`config.mk`:
```
export PLATFORM = sky130hd
export DESIGN_NAME = pin_input_filter
export DESIGN_NICKNAME = d
export VERILOG_FILES = /design/src/rtl/pif_pkg.sv /design/src/rtl/pif_cfg.sv /design/src/rtl/pif_tick.sv /design/src/rtl/pif_pin.sv /design/src/rtl/pin_input_filter.sv
export SDC_FILE = /design/constraint.sdc
export NUM_CORES = 1
export LEC_CHECK = 0
export BUFFER_PORTS_ARGS = -buffer_cell sky130_fd_sc_hd__buf_2
export CAP_MARGIN = 20
export CORE_MARGIN = 5
export CORE_UTILIZATION = 56
export DETAILED_ROUTE_END_ITERATION = 8
export PLACE_DENSITY_LB_ADDON = 0.3
export SYNTH_ARGS = -nofsm -noshare
export SYNTH_HDL_FRONTEND = slang
export SYNTH_SLANG_ARGS = --single-unit
```
`constraint.sdc`:
```
create_clock -name clk_i -period 3.75 [get_ports clk_i]
set_input_delay 0.1875 -clock clk_i [delete_from_list [all_inputs] [get_ports clk_i]]
set_output_delay 0.1875 -clock clk_i [all_outputs]
set_load 0.03 [all_outputs]
```
`src/rtl/pif_pkg.sv`:
```
package pif_pkg;
  typedef enum logic {
    FLT_GLITCH   = 1'b0,
    FLT_DEBOUNCE = 1'b1
  } flt_kind_e;

  localparam int unsigned PIF_NPINS  = 32;
  localparam int unsigned PIF_DIV_W  = 14;
  localparam int unsigned PIF_DATA_W = 32;
endpackage

```
`src/rtl/pif_cfg.sv`:
```
module pif_cfg #(
  parameter int unsigned NPINS = 32,
  parameter int unsigned DIV_W = 14
) (
  input  logic             clk_i,
  input  logic             rst_ni,
  input  logic [NPINS-1:0] en_set_i,
  input  logic [NPINS-1:0] en_clr_i,
  input  logic [NPINS-1:0] sel_glitch_i,
  input  logic [NPINS-1:0] sel_deb_i,
  input  logic             div_wr_i,
  input  logic [DIV_W-1:0] div_wdata_i,
  output logic [NPINS-1:0] en_o,
  output logic [NPINS-1:0] deb_o,
  output logic [DIV_W-1:0] div_o
);
  import pif_pkg::*;

  logic [NPINS-1:0] en_q, deb_q;
  logic [DIV_W-1:0] div_q;

  always_ff @(posedge clk_i or negedge rst_ni) begin
    if (!rst_ni) begin
      en_q  <= '0;
      deb_q <= {NPINS{FLT_GLITCH}};
      div_q <= '0;
    end else begin
      en_q  <= (en_q | en_set_i) & ~en_clr_i;     // clear wins
      deb_q <= (deb_q | sel_deb_i) & ~sel_glitch_i; // glitch wins
      if (div_wr_i) div_q <= div_wdata_i;
    end
  end

  assign en_o  = en_q;
  assign deb_o = deb_q;
  assign div_o = div_q;
endmodule

```
`src/rtl/pif_tick.sv`:
```
module pif_tick #(
  parameter int unsigned DIV_W = 14
) (
  input  logic             clk_i,
  input  logic             rst_ni,
  input  logic             slow_tick_i,
  input  logic [DIV_W-1:0] div_i,
  output logic             tick_o
);
  localparam int unsigned CNT_W = DIV_W + 1;

  logic [CNT_W-1:0] cnt_q;
  logic [CNT_W-1:0] last_cnt;

  // period 2*(div+1) slow ticks: terminal count 2*div+1
  assign last_cnt = {div_i, 1'b1};
  assign tick_o   = slow_tick_i && (cnt_q >= last_cnt);

  always_ff @(posedge clk_i or negedge rst_ni) begin
    if (!rst_ni)          cnt_q <= '0;
    else if (slow_tick_i) cnt_q <= tick_o ? '0 : cnt_q + 1'b1;
  end
endmodule

```
`src/rtl/pif_pin.sv`:
```
module pif_pin (
  input  logic clk_i,
  input  logic rst_ni,
  input  logic pin_i,
  input  logic deb_tick_i,
  input  logic en_i,
  input  logic deb_i,
  output logic pin_o
);
  import pif_pkg::*;

  logic g_prev_q, g_out_q, d_prev_q, d_out_q;

  always_ff @(posedge clk_i or negedge rst_ni) begin
    if (!rst_ni) begin
      g_prev_q <= 1'b0;
      g_out_q  <= 1'b0;
    end else begin
      g_prev_q <= pin_i;
      if (pin_i == g_prev_q) g_out_q <= pin_i;
    end
  end

  always_ff @(posedge clk_i or negedge rst_ni) begin
    if (!rst_ni) begin
      d_prev_q <= 1'b0;
      d_out_q  <= 1'b0;
    end else if (deb_tick_i) begin
      d_prev_q <= pin_i;
      if (pin_i == d_prev_q) d_out_q <= pin_i;
    end
  end

  always_comb begin
    if (!en_i)                             pin_o = pin_i;
    else if (flt_kind_e'(deb_i) == FLT_DEBOUNCE) pin_o = d_out_q;
    else                                   pin_o = g_out_q;
  end
endmodule

```
`src/rtl/pin_input_filter.sv`:
```
module pin_input_filter #(
  parameter int unsigned NPINS  = pif_pkg::PIF_NPINS,
  parameter int unsigned DIV_W  = pif_pkg::PIF_DIV_W,
  parameter int unsigned DATA_W = pif_pkg::PIF_DATA_W
) (
  input  logic              clk_i,
  input  logic              rst_ni,
  input  logic [NPINS-1:0]  pins_i,
  input  logic              slow_tick_i,
  input  logic [NPINS-1:0]  flt_en_set_i,
  input  logic [NPINS-1:0]  flt_en_clr_i,
  input  logic [NPINS-1:0]  sel_glitch_i,
  input  logic [NPINS-1:0]  sel_deb_i,
  input  logic              div_wr_i,
  input  logic [DATA_W-1:0] div_data_i,
  output logic [NPINS-1:0]  pins_o,
  output logic [NPINS-1:0]  flt_en_o,
  output logic [NPINS-1:0]  flt_deb_o,
  output logic [DIV_W-1:0]  div_o
);
  logic deb_tick;
  logic unused_div_hi;

  assign unused_div_hi = ^div_data_i[DATA_W-1:DIV_W];

  pif_cfg #(.NPINS(NPINS), .DIV_W(DIV_W)) u_cfg (
    .clk_i        (clk_i),
    .rst_ni       (rst_ni),
    .en_set_i     (flt_en_set_i),
    .en_clr_i     (flt_en_clr_i),
    .sel_glitch_i (sel_glitch_i),
    .sel_deb_i    (sel_deb_i),
    .div_wr_i     (div_wr_i),
    .div_wdata_i  (div_data_i[DIV_W-1:0]),
    .en_o         (flt_en_o),
    .deb_o        (flt_deb_o),
    .div_o        (div_o)
  );

  pif_tick #(.DIV_W(DIV_W)) u_tick (
    .clk_i       (clk_i),
    .rst_ni      (rst_ni),
    .slow_tick_i (slow_tick_i),
    .div_i       (div_o),
    .tick_o      (deb_tick)
  );

  for (genvar i = 0; i < NPINS; i++) begin : g_pin
    pif_pin u_pin (
      .clk_i      (clk_i),
      .rst_ni     (rst_ni),
      .pin_i      (pins_i[i]),
      .deb_tick_i (deb_tick),
      .en_i       (flt_en_o[i]),
      .deb_i      (flt_deb_o[i]),
      .pin_o      (pins_o[i])
    );
  end
endmodule

```
---- Word-level counts from Yosys, hierarchy flattened ----
Index checks and enable logic that the tools add are counted.
storage, ports and cells
  register bits after elaboration ......... 221
  bits in latches ......................... 0
  memory bits (writable) .................. 0
  memory bits (read-only) ................. 0
  word-level logic and storage cells ...... 302
  memories ................................ 0
cells by class
  $add $sub $neg .......................... 1
  multipliers ............................. 0
  div/mod/pow operators ................... 0
  order comparisons ....................... 1
  equality and inequality tests ........... 64
  shifts and indexed selects .............. 0
  multiplexer cells ....................... 65
  bitwise logic cells ..................... 6
  reduce and logical (&&, ||, !) cells .... 33
operators with widths
  operator                                        count
  bitwise AND 32 bit                              2
  equality test 1 bit                             64
  2-to-1 mux 1 bit                                64
  inverter 32 bit                                 2
  bitwise OR 32 bit                               2
  AND reduction 2 bit                             32
  adder 15 x 1 -> 15 bit (second input constant)  1
  greater-or-equal comparator 15 bit              1
  2-to-1 mux 15 bit                               1
  logical AND 1 bit                               1

---- Longest topological paths before layout ----
Gate-level depths: netlist of run 1.
  depth after elaboration ................. 3
  depth in mapped cells ................... 9
  depth with buffers taken out ............ 7

---- Hierarchy ----
Synthesis of run 1 repeated with hierarchy kept, for this count alone.
unflattened totals
  cells, all modules ...................... 669
  area, all modules ....................... 9100.0 um^2
by module, submodules not included
  module    times used  cells each  area each (um^2)  seq. area each (um^2)
  pif_pin   32          12          163.9             100.1
  pif_cfg   1           157         2761.4            1951.9
  pif_tick  1           128         1093.5            375.4

---- Least setup slack after synthesis of run 1 ----
No wires, ideal clock.
  path kind ............................... reg2reg
  start point ............................. reg u_cfg.div_q[5], in the netlist u_cfg.div_o[5]
  end point ............................... reg g_pin[0].u_pin.d_prev_q
  arrival ................................. 1971 ps
  path slack .............................. 1654 ps
  cell stages (with the launch flop) ...... 9
  path buffers ............................ 1
  cells stage by stage .................... dfrtp_1 inv_1 ha_1 a21oi_1 o21ai_1 o211ai_4 nand3_4 buf_6 mux2_4
between the ends
  cells in the longest elaborated chain, start to end .. 2
ends and longest elaborated chain
  item                                RTL line        source
  from (decl)                         pif_cfg.sv:20   logic [DIV_W-1:0] div_q;
  from (signal assigned)              pif_cfg.sv:30   if (div_wr_i) div_q <= div_wdata_i;
  greater-or-equal comparator 15 bit  pif_tick.sv:17  assign tick_o = slow_tick_i && (cnt_q >= last_cnt);
  logical AND 1 bit                   pif_tick.sv:17
  to (signal assigned)                pif_pin.sv:29   d_prev_q <= pin_i;
  to (decl)                           pif_pin.sv:12   logic g_prev_q, g_out_q, d_prev_q, d_out_q;
No other way between the ends.
A chain may end at the register's enable or synchronous reset.

---- Worst setup path after layout of run 1 ----
  start point ............................. reg u_tick.cnt_q[10]
  end point ............................... reg g_pin[13].u_pin.d_prev_q
between the ends
  cells in the longest elaborated chain, start to end .. 2
ends and longest elaborated chain
  item                                RTL line        source
  from (decl)                         pif_tick.sv:12  logic [CNT_W-1:0] cnt_q;
  from (signal assigned)              pif_tick.sv:21  else if (slow_tick_i) cnt_q <= tick_o ? '0 : cnt_q + 1'b1;
  greater-or-equal comparator 15 bit  pif_tick.sv:17
  logical AND 1 bit                   pif_tick.sv:17
  to (signal assigned)                pif_pin.sv:29
  to (decl)                           pif_pin.sv:12
No other way between the ends.

==> impl_metrics.ini, run 1 <==
[outcome]
outcome = complete, no violations

[logic_synthesis]
yosysSeqAreaShare_pct = 55.33
synth_seq_cells = 221
syn-cell-area_um2 = 9996
synthesis.nets = 1114
ys_types = 37
yosysWarnings = 0
synthCells = 903
synth.avg_cell_area_um2 = 11.07

[power]
total_power_mw = 6.784
p_comb_share_pct = 19.5
switching_power_mw = 1.864
p_sw_share_pct = 27.48
power.density_nw_per_um2 = 502.2
internal-power_mw = 4.920
seq_power_share_pct = 44.0
peakVddDrop_uv = 378.7
p_leak_nw = 6.506
clockPowerShare_pct = 36.5

[route]
drc_errors = 0
routed_wl_mm = 28.01
dr_total_vias = 8307
via_per_inst = 5.476
wl_per_cell_um = 18.47
first_pass_iters = 5
drtAntennaViolNets = 0
drt_iter0_drc = 377

[layout]
area_growth_pct = 35.14
fin_nets = 1485
drive_above_1_share_pct = 28.81

[setup_path]
worstPathArrival_ps = 3350
worst_setup_path_end_kind = flip-flop
worst-setup-path-type = reg -> reg
cp.required_ps = 4130
cp-start-kind = flip-flop
setup.worst_path.start = u_tick.cnt_q[10]
crit_path_max_fanout = 40
reg2reg_from = u_tick.cnt_q[10]

[global_routing]
antenna_found_initial = 0
grt.overflow.total = 0
grt_pass1_wl_mm = 44.87
grt_pass1_vias = 9058
grt_max_degree = 103
track_usage_pct = 26.88

[timing]
worstMarginPinSlew_ps = 866.2
finalCritPeriodShare_pct = 79.21
max_slew_margin_pct = 42.25
fmax_mhz = 336.7
setup_viol = 0
rsz0062_at_grt = no
fin_skew_ps = 11.28
hold_viol_final = 0
fin_tns_setup_ps = 0
min_period_ps = 2970
drv_slew = 0

[clock_network]
htree_levels = 1
cts_sinks = 221
cts_setup_buffers = 0
cts.root.buffer_cell = clkbuf_16
cts_resized = 0
cts_tree = done
cts_buffers = 24
clkLatencyLatePin_ps = 500
cts.reportedPaths.clkPinSlew_ps = 60
clockBufferDepth = 3

[placed_design]
gp_congestion = 0.7809
io_buffers = 287
post-dp-hpwl_mm = 15.08

[floorplanning]
rows = 48
fp.dieH_um = 143.6
die_area_um2 = 20620
die_w_um = 143.6
ioPinCount = 306
core-area_um2 = 17420
start_util_pct = 57.39

[flow_run]
maxCapViolCount = 0

[worst_hold_path]
hp-class = in -> reg
min_from = div_wr_i
## per-layer routing
| metal | vias up | share of wire [%] | global-route usage, % |
|---|---|---|---|
| met4 | 0 | 3.5 | 10.56 |
| met3 | 97 | 6.7 | 5.092 |
| met1 | 4040 | 38 | 31.65 |
| met2 | 353 | 52 | 48.58 |
| li1 | 3817 | - | - |
| met5 | - | 0 | 0 |
## worst max-delay path: stages, from the launching register on
cell     delay [ps]
dfrtp_1         450
ha_1            330
a21oi_1         130
o21ai_1         120
nand3_2          80
buf_4           400
nand3_4         720
mux2_4          550
## state kept, by name (all words and copies together), names as in the netlist
name / cells
u_cfg.en_o: 32
g_pin.u_pin.d_out_q: 32
u_cfg.deb_o: 32
g_pin.u_pin.g_prev_q: 32
g_pin.u_pin.d_prev_q: 32
g_pin.u_pin.g_out_q: 32
u_tick.cnt_q: 15
u_cfg.div_o: 14
## synth_stat cells, drive strengths merged
master | number | share of area [%]
o31ai | 5 | 0.38
o32ai | 1 | 0.088
and3 | 3 | 0.19
buf | 108 | 8.2
clkbuf | 17 | 0.64
nor2 | 172 | 6.5
nor3 | 3 | 0.20
and4 | 4 | 0.35
a21oi | 40 | 2.0
o21a | 1 | 0.075
and2 | 4 | 0.28
o21ai | 49 | 2.5
mux2i | 32 | 3.2
nand4 | 36 | 2.3
nor2b | 3 | 0.19
xor2 | 2 | 0.18
inv | 18 | 0.68
mux2 | 33 | 4.9
a22o | 5 | 0.44
ha | 15 | 1.9
nand2 | 22 | 0.83
xnor2 | 6 | 0.53
o211ai | 1 | 0.21
a21o | 1 | 0.075
o2111ai | 32 | 2.8
maj3 | 32 | 3.2
nand3 | 37 | 2.0
dfrtp | 221 | 55
## cell type report
| class | instances | area (um^2) |
|---|---|---|
| Antenna cell | 1 | 2.502 |
| Timing Repair Buffer | 470 | 3271 |
| Clock inverter | 11 | 163.9 |
| Inverter | 18 | 67.56 |
| Tap cell | 225 | 281.5 |
| Clock buffer | 32 | 671.9 |
| Multi-Input combinational cell | 539 | 3520 |
| Sequential cell | 221 | 5530 |
| Fill cell | 997 | 3909 |
## final timing paths
| check | to | slack [ps] | cells past startpoint |
|---|---|---|---|
| max in group asynchronous | g_pin[6].u_pin.d_prev_q | 2420 | 3 |
| worst min register to register | g_pin[4].u_pin.g_out_q | 510 | 1 |
| worst max-delay path | g_pin[13].u_pin.d_prev_q | 780 | 7 |
| worst min-delay path | u_cfg.div_o[0] | 130 | 3 |
| min in group asynchronous | u_cfg.deb_o[16] | 300 | 2 |
| worst max register to register | g_pin[13].u_pin.d_prev_q | 780 | 7 |
## cells by family after synthesis
family | after synthesis | share of synthesized area (%)
multiplexers | 65 | 8.086
AO/OA/AOI/OAI | 135 | 8.562
flip-flops | 221 | 55.33
AND/OR/NAND/NOR | 284 | 12.72
buffers and inverters | 143 | 9.525
adder cells (fa/ha/maj) | 47 | 5.082
XOR/XNOR | 8 | 0.7010
## cells in the final DEF (no fill, tap or decap), types with 2 or more instances in the layout
cell type	synthesis	final
a22o_1	5	5
o21ai_1	3	3
nand4_1	36	36
buf_4	97	7
and4_1	4	4
ha_1	15	15
mux2_4	31	31
bufinv_16	0	4
maj3_1	32	32
o21ai_0	46	46
dfrtp_1	221	221
clkbuf_16	0	25
o31ai_1	5	5
buf_2	5	286
nand2_1	22	22
xor2_1	2	2
and2_1	3	3
dlygate4sd3_1	0	175
clkbuf_8	0	2
a21oi_1	39	39
and3_1	3	3
o2111ai_1	32	32
nand3_1	36	35
nor3_1	2	2
clkinv_2	0	4
inv_1	18	18
clkbuf_1	17	5
mux2i_1	32	32
clkinvlp_4	0	2
xnor2_1	6	6
nor2b_1	3	3
nor2_1	172	172
## stage by stage
stage	hold slack (ps)	worst slack, ps	utilization [%]	area, um^2	instances
global placement	272.4	877.0	62.69	10920	1298
floorplan	-108.1	1654	-	9996	903
finish	128.9	779.6	77.56	13510	1517
CTS	104.3	765.4	77.54	13510	1516
global route	136.9	618.4	77.54	13510	1516
detailed placement	278.9	808.6	62.69	10920	1298
## what timing repair did
| item | 4_1_cts | 5_1_grt |
|---|---|---|
| hold endpoints to repair | 264 | 0 |
| endpoints found under the setup margin | 0 | 0 |
| hold buffers | 175 | 0 |
## power by group through the flow
stage               Sequential (mW)  Combinational [mW]  Clock (mW)
floorplan                      2.96               0.880           0
global placement               2.99                1.10           0
detailed placement             3.01                1.14           0
CTS                            2.97                1.30        2.52
global route                   3.03                1.44        2.63
finish                         2.99                1.32        2.47
Note: power is estimated with default switching activity, not from simulation.
==> run 2: changes to the inputs <==
- CORE_UTILIZATION: 56 -> 47
- clock period: 3.75 -> 2.69 ns (I/O delays scaled with it)
==> run 2 against run 1 <==
Against the previous run: die area grew 18%; sequential cell count stayed put; total power rose by 38%; sequential power is 39% higher; count of clock-buffer cells in the layout increased by 2; via count shrank 3.0%; clock skew fell by 0.82 ps; critical endpoint is now g_pin[12].u_pin.d_prev_q; highest routed layer unchanged.
==> impl_metrics.ini, run 2 (synthesis results as in run 1) <==
[outcome]
outcome = complete, no violations

[clock_network]
cts.root.buffer_cell = clkbuf_16
cts_sinks = 221
cts_buffers = 24
cts_setup_buffers = 0
clkLatencyLatePin_ps = 500
clockBufferDepth = 3
cts.reportedPaths.clkPinSlew_ps = 60
cts_tree = done
htree_levels = 1

[route]
routed_wl_mm = 26.02
via_per_inst = 5.128
drt_iter0_drc = 420
first_pass_iters = 4
wl_per_cell_um = 16.56
drtAntennaViolNets = 0
dr_total_vias = 8056
drc_errors = 0

[timing]
max_slew_margin_pct = 59.41
fmax_mhz = 441.9
finalCritPeriodShare_pct = 84.12
fin_tns_setup_ps = 0
worstMarginPinSlew_ps = 608.8
hold_viol_final = 0
min_period_ps = 2263
setup_viol = 0
fin_skew_ps = 10.47
drv_slew = 0
rsz0062_at_grt = no
finalWorstSetupSlack_ps = 427.1

[power]
peakVddDrop_uv = 597.9
p_leak_nw = 6.559
power.density_nw_per_um2 = 686.2

[setup_path]
reg2reg_from = u_tick.cnt_q[2]
cp-start-kind = flip-flop
ff2ff_path_depth = 7
r2r_setup_slack_ps = 430
slowest_delay_ps = 440
crit_path_max_fanout = 21
worst_setup_path_end_kind = flip-flop
worstPathArrival_ps = 2650
cp.required_ps = 3070
rr_endpoint = g_pin[12].u_pin.d_prev_q
crit_chain = ha_1 -> a21oi_1 -> a21oi_2 -> o211ai_4 -> nand3_4 -> buf_12 -> mux2_4
worst-setup-path-type = reg -> reg
cp_slowest_cell = dfrtp_1

[layout]
mostFrequentLayoutCell = buf_2
drive_above_1_share_pct = 29.24
final_cell_mix = buf_2 (286), dfrtp_1 (221), dlygate4sd3_1 (175), nor2_1 (172), o21ai_0 (46)
antenna_cells = 0
area_growth_pct = 36.55
fin_nets = 1491

[worst_hold_path]
min_from = div_wr_i
min_to = u_cfg.div_o[7]
hold_path_depth = 3
hp-class = in -> reg

[placed_design]
io_buffers = 287
post-dp-hpwl_mm = 15.31
gp_congestion = 0.7846
pre_cts_ws_ps = 416.3

[floorplanning]
start_util_pct = 47.70
ioPinCount = 306
core-area_um2 = 20960
fp.dieH_um = 155.8
rows = 53
die_area_um2 = 24280
die_w_um = 155.8

[global_routing]
grt_max_degree = 77
antenna_found_initial = 0
track_usage_pct = 21.04
grt.overflow.total = 0
grt_pass1_wl_mm = 42.28
grt_pass1_vias = 8639

[flow_run]
maxCapViolCount = 0
==> run 2: changes by cell type in the layout (fill, tap and decap cells not counted) <==
cell        change
clkbuf_1        -2
buf_4           +3
diode_2         -1
clkinv_4        -1
clkinvlp_4      -2
clkbuf_8        +4
buf_12          +3
bufinv_16       -1
clkinv_2        +1
==> run 2: metal layers <==
metal  vias up  global-route usage (%)  share of wire (%)
li1       3838                       -                  -
met5         -                       0                  0
met4         0                   7.128                2.9
met2       261                   37.61                 51
met3        55                   3.190                6.2
met1      3902                   26.09                 40
==> run 2: final cells by class <==
| cell class | instances | area (um^2) |
|---|---|---|
| multi-input cells | 539 | 3520 |
| clock inverters | 8 | 115.1 |
| inverters | 18 | 67.56 |
| fillers | 1555 | 7306 |
| flip-flops and latches | 221 | 5530 |
| well taps | 275 | 344.1 |
| repair buffers | 476 | 3353 |
| clock buffers | 34 | 719.4 |
==> run 2: worst max-delay path by stage <==
stage	cells after the start	from	slack [ps]	endpoint
2_1_floorplan	8	u_cfg.div_o[5]	590	g_pin[0].u_pin.d_prev_q
3_3_place_gp	7	u_tick.cnt_q[6]	440	g_pin[7].u_pin.d_prev_q
3_5_place_dp	7	u_tick.cnt_q[6]	420	g_pin[19].u_pin.d_prev_q
4_1_cts	7	u_tick.cnt_q[6]	410	g_pin[19].u_pin.d_prev_q
5_1_grt	7	u_tick.cnt_q[6]	280	g_pin[16].u_pin.d_prev_q
6_report	7	u_tick.cnt_q[2]	430	g_pin[12].u_pin.d_prev_q
==> run 2: metrics by stage <==
stage               cell area, um^2  utilization [%]  hold WS [ps]  total power [mW]  instances
floorplan                      9996                -        -161.1             5.355        903
global placement              11060            52.79         167.1             5.722       1354
detailed placement            11060            52.79         160.1             5.777       1354
CTS                           13650            65.14         66.63             9.454       1571
global route                  13650            65.14         128.2             9.806       1571
finish                        13650            65.14         83.33             9.367       1571
==> run 2: worst max-delay path: cells and delay by family, from the launching register on <==
kind / cells / cell delay, ps
adders and majority gates: 1 / 310
muxes: 1 / 300
buffers and inverters: 1 / 280
and+or+nand+nor: 1 / 280
AOI/OAI and AO/OA: 3 / 510
DFF: 1 / 440
==> run 2: power by group <==
part,leakage (nW),internal [mW],switching [mW]
logic,3.56,0.946,0.878
clock network,0.417,2.14,1.26
registers,2.58,3.78,0.365
total,6.56,6.86,2.50
==> run 2: repair_timing <==
| item | in CTS | in global routing |
|---|---|---|
| resized for setup | 0 | 0 |
| hold buffers | 175 | 0 |
| endpoints found under the hold margin | 278 | 0 |
==> run 3: changes to the inputs <==
- clock period: 2.69 -> 1.9 ns (I/O delays scaled with it)
==> run 3 against run 2 <==
Against the previous run: the flow now finishes with violations (setup timing); sequential share of layout area shrank 2.1 points; worst hold slack got worse by 42 ps; final cell count up 1.9%; clock power increased by 41%; critical path depth did not move; non-clock buffer count grew 32; critical path type unchanged; critical endpoint is now g_pin[6].u_pin.d_prev_q; largest cell class unchanged.
==> impl_metrics.ini, run 3 (synthesis results as in run 1) <==
[outcome]
outcome = finished, violations left
violations = setup timing

[placed_design]
pre_cts_ws_ps = -114.9
dpl-instance-area_um2 = 11430
gp_congestion = 0.7718
io_buffers = 287
post-dp-hpwl_mm = 16.02

[route]
drtAntennaViolNets = 0
drt_iter0_drc = 393
via_per_inst = 5.182
dr_total_vias = 8297
routed_wl_mm = 27.84
first_pass_iters = 4
drc_errors = 0
wl_per_cell_um = 17.39

[power]
power.density_nw_per_um2 = 939.5
peakVddDrop_uv = 1193
p_leak_nw = 6.730

[clock_network]
htree_levels = 1
cts.root.buffer_cell = clkbuf_16
cts_buffers = 24
cts.reportedPaths.clkPinSlew_ps = 60
cts_sinks = 221
clkLatencyLatePin_ps = 510
clockBufferDepth = 3
cts_tree = done

[timing]
max_slew_margin_pct = 66.67
rsz0062_at_grt = yes
finalCritPeriodShare_pct = 105.8
hold_viol_final = 0
setup_viol = 59
drv_slew = 0
fin_skew_ps = 21.07
worstMarginPinSlew_ps = 500.0
fmax_mhz = 497.6
min_period_ps = 2010
finalWorstSetupSlack_ps = -109.6

[setup_path]
cp.required_ps = 2280
setup.worst_path.start = u_tick.cnt_q[12]
crit_path_max_fanout = 19
worst_setup_path_end_kind = flip-flop
worstPathArrival_ps = 2390
cp-start-kind = flip-flop
reg2reg_from = u_tick.cnt_q[12]
worst-setup-path-type = reg -> reg

[global_routing]
track_usage_pct = 22.07
grt.overflow.total = 0
grt_max_degree = 61
grt_pass1_vias = 8975
antenna_found_initial = 0
grt_pass1_wl_mm = 44.39

[floorplanning]
die_area_um2 = 24280
start_util_pct = 47.70
die_w_um = 155.8
rows = 53
ioPinCount = 306
core-area_um2 = 20960
fp.dieH_um = 155.8

[layout]
drive_above_1_share_pct = 36.58
antenna_cells = 0
final_core_util_pct = 68.87
fin_nets = 1523
fin_area_um2 = 14430
final_cell_mix = buf_2 (286), dfrtp_1 (206), dlygate4sd3_1 (178), nor2_1 (172), o21ai_0 (46)
area_growth_pct = 44.39
mostFrequentLayoutCell = buf_2

[worst_hold_path]
hp-class = in -> reg
min_from = div_wr_i

[flow_run]
maxCapViolCount = 0
run 3: cell type report:
type,count,area [um^2]
fill,1449,6523
inverter,18,67.56
clock buffer,30,684.4
clock inverter,10,133.9
sequential,221,5549
multi-input combinational,539,3929
timing repair buffer,508,3725
tap,275,344.1
run 3: final timing paths:
path / endpoint / cells past startpoint / slack (ps)
worst max-delay path: g_pin[6].u_pin.d_prev_q / 7 / -110
worst min-delay path: u_cfg.div_o[8] / 3 / 40
worst max register to register: g_pin[6].u_pin.d_prev_q / 7 / -110
worst min register to register: g_pin[30].u_pin.g_out_q / 1 / 500
max in group asynchronous: g_pin[19].u_pin.g_out_q / 3 / 1080
min in group asynchronous: u_cfg.deb_o[3] / 2 / 110
run 3: critical path, cell delays in order (launching register included):
cell,delay [ps]
dfrtp_2,440
ha_4,280
and4_4,230
and2_4,180
o211ai_4,100
nand3_4,120
buf_12,200
mux2_4,320
run 3: per-layer routing:
layer  track usage (%)  part of all wire [%]  wire [um]  vias to the layer above
met3             3.689                   5.6       1572                       56
met2             39.46                    51      14280                      279
li1                  -                     -          -                     3893
met4             7.128                   2.7        748                        0
met5                 0                     0          0                        -
met1             27.25                    40      11240                     4069
run 3: stage by stage:
step	total power [mW]	hold WS, ps	setup TNS [ps]	std cells
4_1_cts	13.51	2.830	-3112	1596
3_5_place_dp	8.347	73.21	-4751	1377
6_report	13.56	41.60	-3683	1601
5_1_grt	14.22	70.99	-7833	1601
3_3_place_gp	8.251	73.33	-2556	1377
2_1_floorplan	7.662	-200.6	-1683	903
run 3: timing repair:
action / CTS / global route
endpoints found under the hold margin: 405 / 0
buffers inserted: 1 / 3
hold buffers: 178 / 0
resized for setup: 4 / 50
cloned: 0 / 2
pin swaps: 2 / 41
setup endpoints to repair: 66 / 70
run 3: where the power goes:
part | internal, mW | switching, mW | leakage [nW]
Combinational | 1.49 | 1.37 | 3.76
Sequential | 5.36 | 0.568 | 2.57
Clock | 2.94 | 1.84 | 0.401
Total | 9.79 | 3.77 | 6.73
